$ cat src/rtl/dac_spi_pkg.sv
package dac_spi_pkg;

  typedef enum logic [2:0] {
    S_GAP,
    S_IDLE,
    S_SETUP,
    S_HIGH,
    S_LOW,
    S_TAIL
  } xfer_state_t;

  // larger of two counts, used to size the shared phase timer
  function automatic int unsigned max2(input int unsigned a, input int unsigned b);
    return (a > b) ? a : b;
  endfunction

  // timer reload value for a span of n cycles
  function automatic int unsigned span_reload(input int unsigned n);
    return (n == 0) ? 0 : n - 1;
  endfunction

endpackage

$ cat src/rtl/dac_spi_timer.sv
module dac_spi_timer #(
  parameter int unsigned TW = 3
) (
  input  logic          clk,
  input  logic          rst_n,
  input  logic          load,
  input  logic [TW-1:0] load_val,
  output logic          expire
);
  logic [TW-1:0] cnt_q;

  always_ff @(posedge clk) begin
    if (!rst_n)             cnt_q <= '0;
    else if (load)          cnt_q <= load_val;
    else if (cnt_q != '0)   cnt_q <= cnt_q - 1'b1;
  end

  assign expire = (cnt_q == '0);
endmodule

$ cat src/rtl/dac_spi_shifter.sv
module dac_spi_shifter #(
  parameter int unsigned DATA_W = 16
) (
  input  logic              clk,
  input  logic              rst_n,
  input  logic              load,
  input  logic [DATA_W-1:0] load_word,
  input  logic              shift,
  output logic              bit_out,
  output logic              last_bit
);
  localparam int unsigned IW = $clog2(DATA_W);

  logic [DATA_W-1:0] sreg_q;
  logic [IW-1:0]     idx_q;

  always_ff @(posedge clk) begin
    if (!rst_n) begin
      sreg_q <= '0;
      idx_q  <= '0;
    end else if (load) begin
      sreg_q <= load_word;
      idx_q  <= '0;
    end else if (shift) begin
      sreg_q <= {sreg_q[DATA_W-2:0], 1'b0};
      idx_q  <= idx_q + 1'b1;
    end
  end

  // upper byte leaves first because the word is loaded unchanged and shifted left
  assign bit_out  = sreg_q[DATA_W-1];
  assign last_bit = (idx_q == IW'(DATA_W - 1));
endmodule

$ cat src/rtl/dac_spi_ctrl.sv
module dac_spi_ctrl
  import dac_spi_pkg::*;
#(
  parameter int unsigned HALF_DIV = 2,
  parameter int unsigned SEL_GAP  = 4,
  parameter int unsigned TW       = 3
) (
  input  logic          clk,
  input  logic          rst_n,
  input  logic          in_valid,
  output logic          in_ready,
  input  logic          tmr_expire,
  input  logic          last_bit,
  output logic          tmr_load,
  output logic [TW-1:0] tmr_val,
  output logic          sh_load,
  output logic          sh_shift,
  output logic          sclk,
  output logic          sel
);
  localparam logic [TW-1:0] PH_RELOAD  = TW'(span_reload(HALF_DIV));
  localparam logic [TW-1:0] GAP_RELOAD = TW'(span_reload(SEL_GAP));

  xfer_state_t st_q, st_n;
  logic sclk_q, sclk_n, sel_q, sel_n;

  always_comb begin
    st_n     = st_q;
    sclk_n   = sclk_q;
    sel_n    = sel_q;
    tmr_load = 1'b0;
    tmr_val  = PH_RELOAD;
    sh_load  = 1'b0;
    sh_shift = 1'b0;
    unique case (st_q)
      S_IDLE: if (in_valid) begin
        sh_load  = 1'b1;
        sel_n    = 1'b0;
        tmr_load = 1'b1;
        st_n     = S_SETUP;
      end
      S_SETUP: if (tmr_expire) begin
        sclk_n   = 1'b1;
        tmr_load = 1'b1;
        st_n     = S_HIGH;
      end
      S_HIGH: if (tmr_expire) begin
        sclk_n   = 1'b0;
        tmr_load = 1'b1;
        if (last_bit) st_n = S_TAIL;
        else begin
          sh_shift = 1'b1;
          st_n     = S_LOW;
        end
      end
      S_LOW: if (tmr_expire) begin
        sclk_n   = 1'b1;
        tmr_load = 1'b1;
        st_n     = S_HIGH;
      end
      S_TAIL: if (tmr_expire) begin
        sel_n    = 1'b1;
        tmr_load = 1'b1;
        tmr_val  = GAP_RELOAD;
        st_n     = S_GAP;
      end
      S_GAP: if (tmr_expire) st_n = S_IDLE;
      default: st_n = S_GAP;
    endcase
  end

  always_ff @(posedge clk) begin
    if (!rst_n) begin
      st_q   <= S_GAP;
      sclk_q <= 1'b0;
      sel_q  <= 1'b1;
    end else begin
      st_q   <= st_n;
      sclk_q <= sclk_n;
      sel_q  <= sel_n;
    end
  end

  assign in_ready = (st_q == S_IDLE);
  assign sclk     = sclk_q;
  assign sel      = sel_q;
endmodule

$ cat src/rtl/dac_spi_host.sv
module dac_spi_host
  import dac_spi_pkg::*;
#(
  parameter int unsigned DATA_W   = 16,
  parameter int unsigned HALF_DIV = 2,
  parameter int unsigned SEL_GAP  = 4
) (
  input  logic              clk,
  input  logic              rst_n,
  input  logic              word_valid,
  output logic              word_ready,
  input  logic [DATA_W-1:0] word_data,
  output logic              ser_clk,
  output logic              ser_dat,
  output logic              load_sel
);
  localparam int unsigned TW = $clog2(max2(HALF_DIV, SEL_GAP) + 1);

  logic          tmr_load, tmr_expire, last_bit, sh_load, sh_shift;
  logic [TW-1:0] tmr_val;

  // named events for the bound checker
  logic accept_evt;
  assign accept_evt = sh_load;

  dac_spi_ctrl #(.HALF_DIV(HALF_DIV), .SEL_GAP(SEL_GAP), .TW(TW)) u_ctrl (
    .clk(clk), .rst_n(rst_n),
    .in_valid(word_valid), .in_ready(word_ready),
    .tmr_expire(tmr_expire), .last_bit(last_bit),
    .tmr_load(tmr_load), .tmr_val(tmr_val),
    .sh_load(sh_load), .sh_shift(sh_shift),
    .sclk(ser_clk), .sel(load_sel)
  );

  dac_spi_timer #(.TW(TW)) u_timer (
    .clk(clk), .rst_n(rst_n),
    .load(tmr_load), .load_val(tmr_val), .expire(tmr_expire)
  );

  dac_spi_shifter #(.DATA_W(DATA_W)) u_shift (
    .clk(clk), .rst_n(rst_n),
    .load(sh_load), .load_word(word_data), .shift(sh_shift),
    .bit_out(ser_dat), .last_bit(last_bit)
  );
endmodule

$ cat config.mk
export PLATFORM = sky130hd
export DESIGN_NAME = dac_spi_host
export DESIGN_NICKNAME = d
export VERILOG_FILES = /design/src/rtl/dac_spi_pkg.sv /design/src/rtl/dac_spi_timer.sv /design/src/rtl/dac_spi_shifter.sv /design/src/rtl/dac_spi_ctrl.sv /design/src/rtl/dac_spi_host.sv
export SDC_FILE = /design/constraint.sdc
export NUM_CORES = 1
export LEC_CHECK = 0
export ABC_AREA = 1
export ABC_CLOCK_PERIOD_IN_PS = 1950
export BUFFER_PORTS_ARGS = -buffer_cell sky130_fd_sc_hd__buf_2
export CAP_MARGIN = 20
export CORE_ASPECT_RATIO = 1.1
export CORE_MARGIN = 3
export CORE_UTILIZATION = 35
export CTS_CLUSTER_DIAMETER = 150
export DETAILED_ROUTE_END_ITERATION = 7
export GPL_ROUTABILITY_DRIVEN = 1
export SYNTH_ARGS = -nofsm -noshare
export SYNTH_HDL_FRONTEND = slang
export SYNTH_SLANG_ARGS = --single-unit
$ cat constraint.sdc
create_clock -name clk -period 1.95 [get_ports clk]
set_input_delay 0.2925 -clock clk [delete_from_list [all_inputs] [get_ports clk]]
set_output_delay 0.2925 -clock clk [all_outputs]
set_load 0.01 [all_outputs]
# == Yosys cells after proc, flatten, opt, wreduce, memory -nomap -nowiden ==
# Cells that the tools add are included.
# totals
ff_bits,28
latchBits,0
ramBits,0
romBits,0
input_bits,19
out_inout_bits,4
wordCells,58
mem_count,0
# op_classes
add_sub_neg,2
mul,0
div_mod_pow,0
order_cmp,0
eq_ne,11
shifts,0
n_mux,25
n_bitwise,1
n_reduce_logical,13
# ops
op,n
$mux 16,2
$mux 3,8
$pmux 3 s5,1
$mux 1,10
$ne 2x2->1 const B,4
$reduce_bool 2->1,4
$eq 3x2->1 const B,2
$eq 3x3->1 const B,2
$logic_not 3->1,2
$pmux 1 s2,3
$reduce_and 3->1,2
$reduce_and 5->1,1
$add 4x1->4 const B,1
$eq 4x4->1 const B,1
$reduce_or 2->1,2
$reduce_or 4->1,1
$eq 3x1->1 const B,1
$reduce_bool 3->1,1
$sub 3x1->3 const B,1
$mux 2,1
$ne 2x1->1 const B,1
$not 1->1,1

# == Longest topological paths before layout ==
# Gate-level depths: netlist of the first run.
# logic_depth
depth_word,6
ltp_mapped,10
depth_no_buf,9

# == By module ==
# Synthesis of the first run repeated with hierarchy kept, for this count alone.
# hier_totals
hier_cells,228
area_unflattened_um2,1475.2
# by_module_without_submodules
module,n_inst,cells_per_inst,area_each_um2,seq_area_each_um2
dac_spi_shifter,1,145,962.2,400.4
dac_spi_ctrl,1,54,312.8,100.1
dac_spi_timer,1,29,200.2,60.1

# == Least setup slack after synthesis of the first run ==
# No wires, ideal clock.
# synth_path
kind,register to register
from,register u_timer.cnt_q[0]
to,register u_shift.sreg_q[10]
setup_time_ns,0.070
arrival_ns,1.458
t_required_ns,1.880
setup_slack_ns,0.421
stages_incl_launch_ff,9
n_path_buf,2
period_less_slack_ns,1.529
path_cell_list,dfxtp_1 inv_1 ha_1 ha_1 buf_2 nand3_2 clkbuf_1 nand3_1 a21oi_1
# synth_via
elab_chain_len,4
# synth_lines
item,line_no,text
"start, declared",dac_spi_timer.sv:10,logic [TW-1:0] cnt_q;
"start signal, assigned",dac_spi_timer.sv:14,else if (load) cnt_q <= load_val;
"start signal, assigned",dac_spi_timer.sv:15,else if (cnt_q != '0) cnt_q <= cnt_q - 1'b1;
$logic_not 3->1,dac_spi_timer.sv:18,assign expire = (cnt_q == '0);
$mux 1,dac_spi_ctrl.sv:47,S_HIGH: if (tmr_expire) begin
$mux 1,dac_spi_ctrl.sv:35,unique case (st_q)
$reduce_bool 2->1 (no line),--,
"end signal, assigned",dac_spi_shifter.sv:22,sreg_q <= load_word;
"end signal, assigned",dac_spi_shifter.sv:25,"sreg_q <= {sreg_q[DATA_W-2:0], 1'b0};"
"end, declared",dac_spi_shifter.sv:14,logic [DATA_W-1:0] sreg_q;
# Every way passes these cells.
# A chain may end at the register's enable or synchronous reset.

# == Worst setup path after layout of the first run ==
# layout_path
from,register u_ctrl.st_q[1]
to,output port word_ready
# layout_via
elab_chain_len,1
# layout_lines
item,line_no,text
"start, declared",dac_spi_ctrl.sv:24,"xfer_state_t st_q, st_n;"
"start signal, assigned",dac_spi_ctrl.sv:78,st_q <= st_n;
$eq 3x1->1,dac_spi_ctrl.sv:84,assign in_ready = (st_q == S_IDLE);
"end, declared",dac_spi_host.sv:11,"output logic word_ready,"
# Every way passes these cells.

==> qor.yml, run 1 <==
arrival_ns: 1.43
netlist_area_mm2: 0.00147
antenna_found_initial: 0
min_path_type: "input pin to flop"
vias: 1400
ant_nets: 0
vias_per_cell: 4.96
r2r_setup_slack_ns: 0.28
wl_met2_um: 1380
slew_viol_final: 0
overflow: 0
routedWlPerCell_um: 10.9
grt_usage: 0.130
r2r_start: "u_timer.cnt_q[0]$_SDFFE_PN0P_"
worstSetupPathType: "flop to output pin"
rows: 24
fin_util: 0.416
cp.required_ns: 1.66
max_cap_viol_count: 0
total_leakage_power_nw: 0.734
cts_buffers: 3
syn_area_per_cell_um2: 6.86
path_clk_slew_ns: 0.10
dpl_cell_area_mm2: 0.00161
io-pin-count: 23
critPathLaunch: "u_ctrl.st_q[1]$_SDFFE_PN0P_"
hpwl_um: 2230
cts_tree: "built"
status: "complete, no violations"
drive_gt1_frac: 0.161
diodes: 0
cts_root_buf: "clkbuf_8"
drt_first_pass_iters: 4
grt_pass1_vias: 1120
wirelength_um: 3080
yosysUniqueCellTypes: 19
hold_slack_ns: 0.264
period_needed_ns: 1.72
fp.dieW_um: 67.7
start_kind: "flop"
power_density_mw_per_mm2: 1120
wl_met3_um: 119
setup_viol: 0
post-route-drc-count: 0
hp-start: "rst_n"
syn_inst: 214
cts_resized: 0
h-tree-depth: 1
worst_skew_pair.late_latency_ns: 0.27
syn2layout_area_growth_pct: 13.1
dieArea_mm2: 0.00501
hold_viol: 0
rsz0062_at_grt: "no"
gp_congestion: 0.696
hold_buffers: 0
die_y_um: 73.9
fillCellCount: 453
coreArea_mm2: 0.00399
drt_iter0_drc: 65
fin_skew_ns: 0.00303
tightestPinTransition_ns: 0.631
clockBufferDepth: 2
grt_pass1_wl_um: 5050
start_util: 0.367
seq_area_frac_synth: 0.382
synth-warning-count: 0
slew_headroom: 0.579
cp_max_fo: 11
final_area_mm2: 0.00166
top_layer_used: "met4"
vdd.ir_drop.worst_mv: 0.460
cts_setup_buffers: 0
port_buffers: 22
min_period_over_period: 0.883
synth-seq-cells: 28
clock.fmax_mhz: 581
nNetsFinal: 253
critPathCaptureType: "output pin"
syn-num-nets: 236
tns_ns: 0
wl_met1_um: 1540
cts.sinks: 28
grt_max_degree: 35
-- per-layer routing --
layer | track usage | vias to the layer above
li1 | - | 744
met1 | 0.179 | 629
met2 | 0.205 | 23
met3 | 0.0260 | 4
met4 | 0.0338 | 0
met5 | 0 | -
-- per-stage QoR --
stage                     worst slack (ns)  std cells  power [mW]
after CTS                            0.207        282        1.89
after detailed placement             0.268        278        1.53
after floorplan                      0.421        214        1.36
final                                0.228        282        1.86
after global routing                0.0558        282        2.03
after global placement               0.310        278        1.53
-- registers in the layout (all words and copies together), names as in the netlist --
signal	count
u_shift.idx_q	4
u_timer.cnt_q	3
u_shift.sreg_q	16
u_ctrl.sel	1
u_ctrl.st_q	3
u_ctrl.sclk	1
-- synthesized netlist by cell type (all sizes together) --
cell    instances  area share
a21oi          22       0.075
a31oi           1      0.0043
buf            10       0.047
clkbuf          5       0.013
dfxtp          28        0.38
ha              3       0.026
inv            13       0.033
nand2          71        0.18
nand3          27       0.099
nand3b          1      0.0051
nand4          16       0.068
nor2            8       0.027
o21ai           7       0.024
xnor2           2       0.012
-- placed cells by master, fill, tap and decap left out, drive strengths merged --
master / n
nand2: 71
dfxtp: 28
nand3: 27
buf: 27
a21oi: 22
nand4: 16
inv: 13
nor2: 8
o21ai: 7
clkbuf: 4
ha: 3
xnor2: 2
a31oi: 1
nand3b: 1
-- where the power goes --
| part | internal, mW | total, mW | switching (mW) |
|---|---|---|---|
| sequential | 0.645 | 0.720 | 0.0751 |
| clock | 0.181 | 0.357 | 0.177 |
| combinational | 0.285 | 0.780 | 0.495 |
| total | 1.11 | 1.86 | 0.747 |
-- worst max-delay path: stages, from the launching register on --
cell and delay (ns):
dfxtp_1 0.39, nor2_4 0.24, buf_4 0.21, nand2_1 0.09, inv_1 0.09, buf_2 0.14
-- kinds of logic (layout without fill, tap and decap cells) --
group | after synthesis | in the layout | share of synthesized area
xor+xnor | 2 | 2 | 0.0119
compound gates | 30 | 30 | 0.103
fa+ha+maj | 3 | 3 | 0.0256
simple gates | 123 | 123 | 0.384
flops | 28 | 28 | 0.382
buf+inv | 28 | 44 | 0.0929
-- final cells by class --
type | instances | area (um2) | area share
timing repair buffer | 27 | 160 | 0.0965
sequential | 28 | 561 | 0.338
tap | 52 | 65.1 | 0.0392
clock buffer | 4 | 55.1 | 0.0332
inverter | 13 | 48.8 | 0.0294
multi-input combinational | 158 | 771 | 0.464
-- worst paths after layout --
| kind | end | cells after the start |
|---|---|---|
| max | word_ready | 5 |
| min | u_ctrl.sel$_SDFFE_PN1P_ | 2 |
| max reg2reg | u_shift.sreg_q[10]$_SDFFE_PN0P_ | 7 |
| min reg2reg | u_ctrl.sclk$_SDFFE_PN0P_ | 2 |
No activity file was read; power rests on OpenSTA's default activity.
==> run 2: changes to the inputs <==
--- a/config.mk
+++ b/config.mk
@@ -6,7 +6,7 @@
 export NUM_CORES = 1
 export LEC_CHECK = 0
 export ABC_AREA = 1
-export ABC_CLOCK_PERIOD_IN_PS = 1950
+export ABC_CLOCK_PERIOD_IN_PS = 2000
 export BUFFER_PORTS_ARGS = -buffer_cell sky130_fd_sc_hd__buf_2
 export CAP_MARGIN = 20
 export CORE_ASPECT_RATIO = 1.1
==> constraint.sdc (replaced) <==
create_clock -name clk -period 2 [get_ports clk]
set_input_delay 0.3 -clock clk [delete_from_list [all_inputs] [get_ports clk]]
set_output_delay 0.3 -clock clk [all_outputs]
set_load 0.01 [all_outputs]
==> qor.yml, run 2 (synthesis results as in run 1) <==
status: "complete, no violations"
drive_gt1_frac: 0.157
hold_buffers: 0
vias: 1388
clockBufferDepth: 2
h-tree-depth: 1
fin_skew_ns: 0.00690
port_buffers: 22
nNetsFinal: 253
cp.required_ns: 1.70
hold_viol: 0
rsz0062_at_grt: "no"
critPathCaptureType: "output pin"
layout_common_cells: "69 x nand2_1, 28 x dfxtp_1, 25 x nand3_1, 22 x a21oi_1, 22 x buf_2"
tns_ns: 0
total_leakage_power_nw: 0.726
arrival_ns: 1.43
r2r_setup_slack_ns: 0.30
routedWlPerCell_um: 11.2
largestRegisters: "u_shift.sreg_q x16, u_shift.idx_q x4"
drt_iter0_drc: 93
reg2reg_depth: 7
min_path_type: "input pin to flop"
ant_nets: 0
power_density_mw_per_mm2: 1080
dieArea_mm2: 0.00501
period_needed_ns: 1.73
start_util: 0.367
vias_per_cell: 4.94
grt_pass1_vias: 1197
coreArea_mm2: 0.00399
max_cap_viol_count: 0
vdd.ir_drop.worst_mv: 0.377
io-pin-count: 23
largest_register_ffs: 16
place_inst: 278
cts_buffers: 3
fin_cells: 281
worst_skew_pair.late_latency_ns: 0.27
min_period_over_period: 0.863
grt_max_degree: 35
tightestPinTransition_ns: 0.670
setup_viol: 0
holdPathStages: 2
path_clk_slew_ns: 0.09
r2r_start: "u_timer.cnt_q[0]$_SDFFE_PN0P_"
grt_pass1_wl_um: 5400
rr_endpoint: "u_shift.sreg_q[15]$_SDFFE_PN0P_"
cts_root_buf: "clkbuf_8"
rows: 24
syn2layout_area_growth_pct: 12.2
hp-start: "rst_n"
fp.dieW_um: 67.7
grt_usage: 0.138
drt_first_pass_iters: 4
wirelength_um: 3140
antenna_found_initial: 0
gp_congestion: 0.718
top_register: "u_shift.sreg_q"
cts.sinks: 28
slew_viol_final: 0
clock.fmax_mhz: 579
cts_setup_buffers: 0
slew_headroom: 0.553
final_common_cell: "nand2_1"
start_kind: "flop"
hpwl_um: 2230
die_y_um: 73.9
min_to: "u_ctrl.sel$_SDFFE_PN1P_"
worstSetupPathType: "flop to output pin"
post-route-drc-count: 0
diodes: 0
cp_max_fo: 11
cts_tree: "built"
overflow: 0
cts_resized: 0
-- run 2: worst max path at each step --
stage                                   from                              end  depth (start not counted)
2_1_floorplan  u_timer.cnt_q[0]$_SDFFE_PN0P_  u_shift.sreg_q[10]$_SDFFE_PN0P_                          8
3_3_place_gp   u_timer.cnt_q[0]$_SDFFE_PN0P_  u_shift.sreg_q[15]$_SDFFE_PN0P_                          7
3_5_place_dp   u_timer.cnt_q[0]$_SDFFE_PN0P_  u_shift.sreg_q[13]$_SDFFE_PN0P_                          7
4_1_cts          u_ctrl.st_q[1]$_SDFFE_PN0P_                       word_ready                          5
5_1_grt        u_timer.cnt_q[1]$_SDFFE_PN0P_  u_shift.sreg_q[15]$_SDFFE_PN0P_                          7
6_report         u_ctrl.st_q[1]$_SDFFE_PN0P_                       word_ready                          5
-- run 2: stage by stage --
stage	hold slack (ns)	total power [mW]	area [um2]	util	worst slack (ns)
floorplan	0.384	1.32	1470	-	0.471
CTS	0.260	1.79	1650	0.412	0.244
finish	0.265	1.77	1650	0.412	0.274
detailed placement	0.444	1.49	1610	0.402	0.310
global route	0.277	1.93	1650	0.412	0.0676
global placement	0.439	1.49	1610	0.402	0.368
-- run 2: layout make-up --
class | instances | area [um2]
clock buffer | 3 | 41.3
sequential | 28 | 561
fill | 423 | 2350
multi-input combinational | 158 | 771
tap | 52 | 65.1
timing repair buffer | 27 | 160
inverter | 13 | 48.8
-- run 2: power by group --
group	total [mW]	switching, mW	internal, mW
Sequential	0.701	0.0715	0.629
Clock	0.302	0.167	0.135
Combinational	0.770	0.492	0.279
-- run 2: critical path, cell delays in order, from the launching register on --
cell and delay [ns]:
dfxtp_1 0.39, nor2_4 0.24, buf_4 0.22, nand2_1 0.09
inv_1 0.09, buf_2 0.14
-- run 2: metal layers --
metal / GRT usage / wire length [um] / vias up
li1: - / - / 744
met1: 0.202 / 1580 / 620
met2: 0.206 / 1410 / 22
met3: 0.0245 / 128 / 2
met4: 0.0405 / 19 / 0
met5: 0 / 0 / -
==> run 3: changes to the inputs <==
--- a/config.mk
+++ b/config.mk
@@ -12,9 +12,10 @@
 export CORE_ASPECT_RATIO = 1.1
 export CORE_MARGIN = 3
 export CORE_UTILIZATION = 35
-export CTS_CLUSTER_DIAMETER = 150
+export CTS_CLUSTER_DIAMETER = 80
 export DETAILED_ROUTE_END_ITERATION = 7
 export GPL_ROUTABILITY_DRIVEN = 1
+export SKIP_LAST_GASP = 1
 export SYNTH_ARGS = -nofsm -noshare
 export SYNTH_HDL_FRONTEND = slang
 export SYNTH_SLANG_ARGS = --single-unit
==> constraint.sdc (replaced) <==
create_clock -name clk -period 2 [get_ports clk]
set_input_delay 0.3 -clock clk [delete_from_list [all_inputs] [get_ports clk]]
set_output_delay 0.3 -clock clk [all_outputs]
set_load 0.1 [all_outputs]
==> qor.yml, run 3 (synthesis results as in run 1) <==
start_kind: "flop"
hpwl_um: 2230
status: "complete, no violations"
vias_per_cell: 5.02
port_buffers: 22
grt_usage: 0.139
hold_slack_ns: 0.256
path_clk_slew_ns: 0.10
cts_root_buf: "clkbuf_8"
top_register: "u_shift.sreg_q"
diodes: 0
post-place-ws_ns: 0.290
setup_viol: 0
h-tree-depth: 1
tns_ns: 0
grt_max_degree: 30
layout_common_cells: "69 x nand2_1, 28 x dfxtp_1, 25 x nand3_1, 22 x a21oi_1, 21 x buf_2"
cp.required_ns: 1.70
grt_pass1_wl_um: 5400
ant_nets: 0
cts_buffers: 3
cts.sinks: 28
fp.dieW_um: 67.7
start_util: 0.367
rsz0062_at_grt: "no"
worstSetupPathType: "flop to output pin"
tightestPinTransition_ns: 0.649
clockBufferDepth: 2
grt_pass1_vias: 1220
min_path_type: "input pin to flop"
worst_skew_pair.late_latency_ns: 0.28
post-route-drc-count: 0
rows: 24
clock.fmax_mhz: 581
drive_gt1_frac: 0.165
routedWlPerCell_um: 11.2
arrival_ns: 1.42
min_period_over_period: 0.861
hold_viol: 0
critPathCaptureType: "output pin"
coreArea_mm2: 0.00399
period_needed_ns: 1.72
wirelength_um: 3160
multi_input_area_um2: 771
vias: 1422
slew_headroom: 0.567
overflow: 0
cp_max_fo: 11
drt_iter0_drc: 109
fin_ws_ns: 0.278
max_cap_viol_count: 0
power.total_mw: 2.13
largestRegisters: "u_shift.sreg_q x16, u_shift.idx_q x4"
antenna_found_initial: 0
die_y_um: 73.9
dieArea_mm2: 0.00501
io-pin-count: 23
hold_buffers: 0
gp_congestion: 0.742
syn2layout_area_growth_pct: 15.8
slew_viol_final: 0
final_common_cell: "nand2_1"
fin_util: 0.425
drt_first_pass_iters: 4
cts_resized: 0
seq_area_um2: 561
cts_tree: "built"
total_leakage_power_nw: 0.749
nNetsFinal: 254
power_density_mw_per_mm2: 1250
vdd.ir_drop.worst_mv: 0.356
cts_setup_buffers: 0
fillCellCount: 425
largest_register_ffs: 16
fin_skew_ns: 0.00831
[run 3: cell count changes in the layout (fill, tap and decap cells not counted)]
| cell | change |
|---|---|
| buf_2 | -1 |
| buf_12 | +1 |
| buf_4 | +1 |
| bufinv_16 | +1 |
[run 3: path summary, 6_finish.rpt]
path,from,end,slack (ns),cells after the start
max reg2reg,u_timer.cnt_q[0]$_SDFFE_PN0P_,u_shift.sreg_q[12]$_SDFFE_PN0P_,0.30,7
max,u_ctrl.st_q[1]$_SDFFE_PN0P_,word_ready,0.28,4
min reg2reg,u_ctrl.sel$_SDFFE_PN1P_,u_ctrl.sel$_SDFFE_PN1P_,0.47,2
min,rst_n,u_ctrl.sel$_SDFFE_PN1P_,0.26,2
[run 3: per-layer routing]
layer  routed length, um  share of wire  global-route usage
met1                1550           0.49               0.193
met2                1440           0.45               0.214
met3                 119          0.038              0.0245
met4                  51          0.016              0.0541
met5                   0              0                   0
[run 3: worst max-delay path, cell delays in order (launching register included)]
cell and delay (ns):
dfxtp_1 0.39, nor2_4 0.26, nand2_1 0.13, inv_1 0.16
buf_12 0.19
[run 3: layout make-up]
type | count | share of cell area
multi-input combinational | 158 | 0.454
sequential | 28 | 0.330
timing repair buffer | 28 | 0.108
tap | 52 | 0.0383
inverter | 13 | 0.0287
clock buffer | 3 | 0.0243
clock inverter | 1 | 0.0177
[run 3: stage by stage]
stage,instance area (um2),instances
finish,1700,283
floorplan,1470,214
CTS,1700,283
global route,1700,283
global placement,1630,279
detailed placement,1630,279
[run 3: power breakdown]
part           internal, mW  total, mW  leakage [nW]  switching [mW]
registers             0.629      0.691         0.227          0.0621
clock network         0.268      0.457        0.0357           0.188
logic                 0.324      0.980         0.487           0.655
